`src/rtl/shld_pkg.sv`:
```
package shld_pkg;
   typedef enum logic [1:0] {
      RD_NONE   = 2'd0,
      RD_LIT    = 2'd1,
      RD_UNPRIV = 2'd2,
      RD_HINT   = 2'd3
   } redir_e;

   localparam int REG_W = 4;
   localparam int RAW_IMM_W = 12;
   localparam logic [REG_W-1:0] REG_TOP = 4'hF;

   typedef struct packed {
      logic                 hit;
      logic [REG_W-1:0]     rt;
      logic [REG_W-1:0]     rn;
      logic [RAW_IMM_W-1:0] imm;
      logic                 idx;
      logic                 add;
      logic                 wb;
      redir_e               rd;
      logic                 undef;
      logic                 unpred;
   } dec_t;
endpackage

```
`src/rtl/shld_dec_word.sv`:
```
module shld_dec_word
   import shld_pkg::*;
(
   input  logic [31:0] insn,
   output dec_t        d
);
   logic p_b, u_b, w_b, shape;

   assign p_b   = insn[24];
   assign u_b   = insn[23];
   assign w_b   = insn[21];
   assign shape = (insn[31:28] != 4'hF) && (insn[27:25] == 3'b000) &&
                  insn[22] && insn[20] && (insn[7:4] == 4'hF);

   always_comb begin
      d = '0;
      if (shape) begin
         d.hit = 1'b1;
         d.rn  = insn[19:16];
         d.rt  = insn[15:12];
         d.imm = {4'h0, insn[11:8], insn[3:0]};
         d.idx = p_b;
         d.add = u_b;
         d.wb  = !p_b || w_b;
         if (d.rn == REG_TOP)
            d.rd = RD_LIT;
         else if (!p_b && w_b)
            d.rd = RD_UNPRIV;
         else
            d.unpred = (d.rt == REG_TOP) || (d.wb && (d.rn == d.rt));
         d.undef = d.unpred;
      end
   end
endmodule

```
`src/rtl/shld_dec_pair_a.sv`:
```
module shld_dec_pair_a
   import shld_pkg::*;
(
   input  logic [31:0] insn,
   output dec_t        d
);
   localparam logic [11:0] OPC = 12'hF9B;

   always_comb begin
      d = '0;
      if (insn[31:20] == OPC) begin
         d.hit = 1'b1;
         d.rn  = insn[19:16];
         d.rt  = insn[15:12];
         d.imm = insn[11:0];
         d.idx = 1'b1;
         d.add = 1'b1;
         d.wb  = 1'b0;
         if (d.rn == REG_TOP)
            d.rd = RD_LIT;
         else if (d.rt == REG_TOP)
            d.rd = RD_HINT;
      end
   end
endmodule

```
`src/rtl/shld_dec_pair_b.sv`:
```
module shld_dec_pair_b
   import shld_pkg::*;
(
   input  logic [31:0] insn,
   output dec_t        d
);
   localparam logic [11:0] OPC = 12'hF93;
   logic [2:0] puw;

   assign puw = insn[10:8];

   always_comb begin
      d = '0;
      if ((insn[31:20] == OPC) && insn[11]) begin
         d.hit = 1'b1;
         d.rn  = insn[19:16];
         d.rt  = insn[15:12];
         d.imm = {4'h0, insn[7:0]};
         d.idx = puw[2];
         d.add = puw[1];
         d.wb  = puw[0];
         if (d.rn == REG_TOP)
            d.rd = RD_LIT;
         else if ((d.rt == REG_TOP) && (puw == 3'b100))
            d.rd = RD_HINT;
         else if (puw == 3'b110)
            d.rd = RD_UNPRIV;
         else if (!puw[2] && !puw[0])
            d.undef = 1'b1;
         else begin
            d.unpred = ((d.rt == REG_TOP) && puw[0]) ||
                       (d.wb && (d.rn == d.rt));
            d.undef  = d.unpred;
         end
      end
   end
endmodule

```
`src/rtl/shld_decode.sv`:
```
module shld_decode
   import shld_pkg::*;
#(
   parameter int IMM_W   = 32,
   parameter bit OUT_REG = 1'b1
)(
   input  logic             clk,
   input  logic             rst_n,
   input  logic             isa_sel,
   input  logic [31:0]      insn,
   output logic             dec_ok,
   output logic             no_match,
   output logic [1:0]       redir,
   output logic             undef_flag,
   output logic             unpred_flag,
   output logic [REG_W-1:0] rt_idx,
   output logic [REG_W-1:0] rn_idx,
   output logic [IMM_W-1:0] imm,
   output logic             idx_en,
   output logic             add_en,
   output logic             wb_en
);
   generate
      if (IMM_W < RAW_IMM_W) begin : g_bad_imm_w
         $error("IMM_W must be at least 12");
      end
   endgenerate

   dec_t d_word, d_pa, d_pb, d_sel, q;

   shld_dec_word   u_word (.insn(insn), .d(d_word));
   shld_dec_pair_a u_pa   (.insn(insn), .d(d_pa));
   shld_dec_pair_b u_pb   (.insn(insn), .d(d_pb));

   always_comb begin
      if (!isa_sel)
         d_sel = d_word;
      else if (d_pa.hit)
         d_sel = d_pa;
      else if (d_pb.hit)
         d_sel = d_pb;
      else
         d_sel = '0;
   end

   generate
      if (OUT_REG) begin : g_reg
         always_ff @(posedge clk or negedge rst_n) begin
            if (!rst_n) q <= '0;
            else        q <= d_sel;
         end


         pair_a_ctl_chk: assert property (@(posedge clk) disable iff (!rst_n)
            $past(isa_sel && (insn[31:20] == 12'hF9B)) |->
               (idx_en && add_en && !wb_en && !no_match));


         hold_chk: assert property (@(posedge clk) disable iff (!rst_n)
            $stable(insn) && $stable(isa_sel) && $past(rst_n) |=> $stable(rt_idx) && $stable(imm));
      end else begin : g_comb
         assign q = d_sel;
      end
   endgenerate

   assign no_match    = !q.hit;
   assign dec_ok      = q.hit && (q.rd == RD_NONE) && !q.undef;
   assign redir       = q.rd;
   assign undef_flag  = q.undef;
   assign unpred_flag = q.unpred;
   assign rt_idx      = q.rt;
   assign rn_idx      = q.rn;
   assign imm         = IMM_W'(q.imm);
   assign idx_en      = q.idx;
   assign add_en      = q.add;
   assign wb_en       = q.wb;


   redir_excl_chk: assert property (@(posedge clk) disable iff (!rst_n)
      (redir != 2'd0) |-> (!undef_flag && !unpred_flag && !dec_ok));


   unpred_undef_chk: assert property (@(posedge clk) disable iff (!rst_n)
      unpred_flag |-> undef_flag);


   nomatch_zero_chk: assert property (@(posedge clk) disable iff (!rst_n)
      no_match |-> (redir == 2'd0 && !undef_flag && !unpred_flag && !dec_ok &&
                    imm == '0 && !idx_en && !add_en && !wb_en &&
                    rt_idx == '0 && rn_idx == '0));


   lit_chk: assert property (@(posedge clk) disable iff (!rst_n)
      (!no_match && rn_idx == REG_TOP) |-> (redir == 2'd1));


   ok_onehot_chk: assert property (@(posedge clk) disable iff (!rst_n)
      $countones({dec_ok, no_match, undef_flag || (redir != 2'd0)}) == 1);
endmodule

```
`config.mk`:
```
export PLATFORM = sky130hd
export DESIGN_NAME = shld_decode
export DESIGN_NICKNAME = d
export VERILOG_FILES = /design/src/rtl/shld_pkg.sv /design/src/rtl/shld_dec_word.sv /design/src/rtl/shld_dec_pair_a.sv /design/src/rtl/shld_dec_pair_b.sv /design/src/rtl/shld_decode.sv
export SDC_FILE = /design/constraint.sdc
export NUM_CORES = 1
export LEC_CHECK = 0
export BUFFER_PORTS_ARGS = -buffer_cell sky130_fd_sc_hd__buf_4
export CORE_AREA = 2 2 85 87
export DETAILED_ROUTE_END_ITERATION = 16
export DIE_AREA = 0 0 87 89
export GPL_TIMING_DRIVEN = 0
export HOLD_SLACK_MARGIN = 0.06
export PLACE_DENSITY = 0.74
export SLEW_MARGIN = 20
export SYNTH_ARGS = -nofsm -noshare
export SYNTH_HDL_FRONTEND = slang
export SYNTH_HIERARCHICAL = 1
export SYNTH_SLANG_ARGS = --single-unit
```
`constraint.sdc`:
```
create_clock -name clk -period 0.8 [get_ports clk]
set_clock_uncertainty 0.15 [all_clocks]
set_input_delay 0.04 -clock clk [delete_from_list [all_inputs] [get_ports clk]]
set_output_delay 0.04 -clock clk [all_outputs]
set_load 0.005 [all_outputs]
```
==> out/metrics.cfg <==
[worst_setup_path]
cp_num_cells=9
cp.required_ns=0.86
worstPathCellList=buf_4, nand4b_1, or4_4, clkinv_8, buf_8, buf_8, buf_8, nand3b_1, a31oi_1
critical_path.top_delay_family=simple AND/OR/NAND/NOR gates
cpMostUsedCell=buf_8
crit_fanout=8
critPathMaxStageDelay_ns=0.56
critPathLaunchType=primary input
endpoint_kind=register
crit_arrival_ns=1.62
critPathSlowestCell=or4_4
path_class=in2reg
cp_num_buf_inv=5

[die]
rows=30
ios=84
die_w_um=87
dieArea_um2=7743
coreArea_um2=6719
initial_core_util_pct=39.50
die_h_um=89

[global_route]
grtUsageMet1_pct=23.02
grtUsageTotal_pct=18.48
grt_pass1_vias=2405
grt_pass1_wl_um=11350
grt_start_max_net_pins=29
antenna_found_initial=0
met3_usage_pct=1.200
grt_overflow=0
use_met2_pct=33.59
grt.busiest_layer=met2

[logic_synthesis]
yosysSeqAreaShare_pct=26.40
async_flop_share_pct=100.0
synth_area_leaders=dfrtp_1, buf_4, and2_1, nand3b_1, a31oi_1
yosys_register_bits=28
yosys.area.top_type=dfrtp_1
synth_area_per_cell_um2=7.993
yosys_warnings=6
yosys.cell_count.top_type=buf_4
synth_area_um2=2654
synth.distinct_cells=37
synthCells=332
synthFlopType=dfrtp_1
yosys-top-cells-count=buf_4, and2_1, nor2_1
synth-edff-count=0
yosysTopAreaCellShare_pct=26.40

[finish]
syn2layout_area_growth_pct=40.64
n_antenna_cell=0
drive_above_1_share_pct=37.91
stdcell_area_um2=3732
nets=458
utilization_pct=55.55
fillers=580

[routing]
viasPerCell=4.980
num_vias=2500
wl_per_cell_um=14.27
route.detailed.drc=0
firstDrtPassIters=4
dr.first_iter.drc_count=180
finalWirelength_um=7162
postRouteAntennaNets=0

[clock_tree]
clockRootBuffer=clkbuf_8
cts.clk_slew.worst_paths_ns=0.10
cts_sinks=28
clockBufferDepth=2
cts_made_buffers=3
hold_buffers=1
cts-htree-levels=1
cts_tree=done

[timing]
fin_crit_sh_pct=195.8
rsz0062_at_grt=yes
fin_crit_ns=1.567
slew_viol_final=0
finalHoldViolations=6
worstMarginPinSlew_ns=0.5007
relSlewSlack_pct=66.62
holdWs_ns=-0.05968
setup_viol=57
clock.fmax_ghz=0.6383
worst_slack_ns=-0.7666

[outcome]
failed_checks=negative hold slack, negative setup slack
status=finished with violations

[place]
io_buffer_count=62
dpl_worst_slack_ns=-1.222
hpwl_um=5011
gp_congestion=0.8430
placement.cell_area_um2=3354

[worst_hold_path]
whs_path_depth=3
hp-class=in2reg

[run]
max_cap_violations=0

[power]
leakage_nw=1.706
p_per_area_nw_per_um2=882.6
peakVddDrop_mv=0.4885

## cell usage in the layout (no fill, tap or decap), types with 2 or more instances in the layout
cell | netlist | layout
buf_12 | 0 | 2
nand4b_1 | 5 | 5
buf_8 | 1 | 8
clkbuf_16 | 0 | 4
clkbuf_8 | 0 | 4
dfrtp_1 | 28 | 28
and2_4 | 0 | 5
nor2_1 | 34 | 32
nand3_1 | 2 | 2
and4_1 | 3 | 3
nand3b_1 | 28 | 28
a31oi_1 | 28 | 27
buf_6 | 7 | 40
nor2b_1 | 3 | 3
and2_1 | 57 | 52
nor3_4 | 0 | 2
xnor2_1 | 7 | 7
buf_2 | 7 | 4
buf_4 | 62 | 76
nor4_4 | 1 | 3
nand2_2 | 0 | 2
conb_1 | 4 | 31
inv_1 | 4 | 3
nand4_1 | 5 | 5
nand2_1 | 27 | 24
## power breakdown
group | switching (mW) | internal [mW]
logic | 0.375 | 0.477
registers | 0.0416 | 1.49
clock network | 0.470 | 0.442
## worst paths after layout
path	end	start	slack (ns)
setup / recovery	imm[7]	insn[22]	-0.77
hold / removal	add_en	isa_sel	-0.06
max in group asynchronous	wb_en	rst_n	0.18
min in group asynchronous	imm[2]	rst_n	0.04
## state kept, by name (all words and copies together), names as in the netlist
register     cells
rn_idx           4
add_en           1
redir            2
unpred_flag      1
rt_idx           4
q                1
imm             12
idx_en           1
undef_flag       1
wb_en            1
## worst min-delay path, delay by kind of cell
family / cells / cell delay [ns]
buf+inv: 1 / 0.15
simple gates: 1 / 0.10
compound gates: 1 / 0.05
## logic make-up (layout without fill, tap and decap cells)
kind of cell              count (synthesis)  in the layout  synth area share (%)
AOI/OAI and AO/OA                        35             35                 8.628
and+or+nand+nor                         173            173                 38.19
buffers and inverters                    84            147                 23.57
other                                     4             31                0.5656
xor gates and xnor gates                  8              8                 2.640
DFF                                      28             28                 26.40
## repair_timing
action                                  CTS  global route
pin swaps                                30            39
endpoints found under the hold margin    54            20
endpoints found under the setup margin   57            57
gates cloned                              2             4
gates resized for setup                  50            22
buffers inserted                         11             4
## area by class of cell
type	count	area [um^2]	share of cell area, %
buffer	55	486.7	13.04
clock buffer	4	55.05	1.475
inverter	6	35.03	0.9387
multi-input combinational	247	1519	40.70
sequential	28	700.7	18.77
tap	80	100.1	2.682
timing repair buffer	82	835.8	22.39
## per-stage QoR
| stage | total power [mW] | std cells | setup TNS (ns) |
|---|---|---|---|
| detailed placement | 2.371 | 501 | -31.99 |
| CTS | 3.279 | 497 | -25.91 |
| finish | 3.294 | 502 | -24.16 |
| global route | 3.475 | 502 | -26.96 |
| global placement | 2.354 | 501 | -31.32 |
| floorplan | 1.968 | 359 | -22.58 |
## metal layers
metal,vias up,part of all wire [%],routed length [um]
met2,112,50,3582
met4,0,2.2,154
met1,1168,41,2970
li1,1205,-,-
met5,-,0,0
met3,15,6.3,454
No activity file was read; power rests on OpenSTA's default activity.
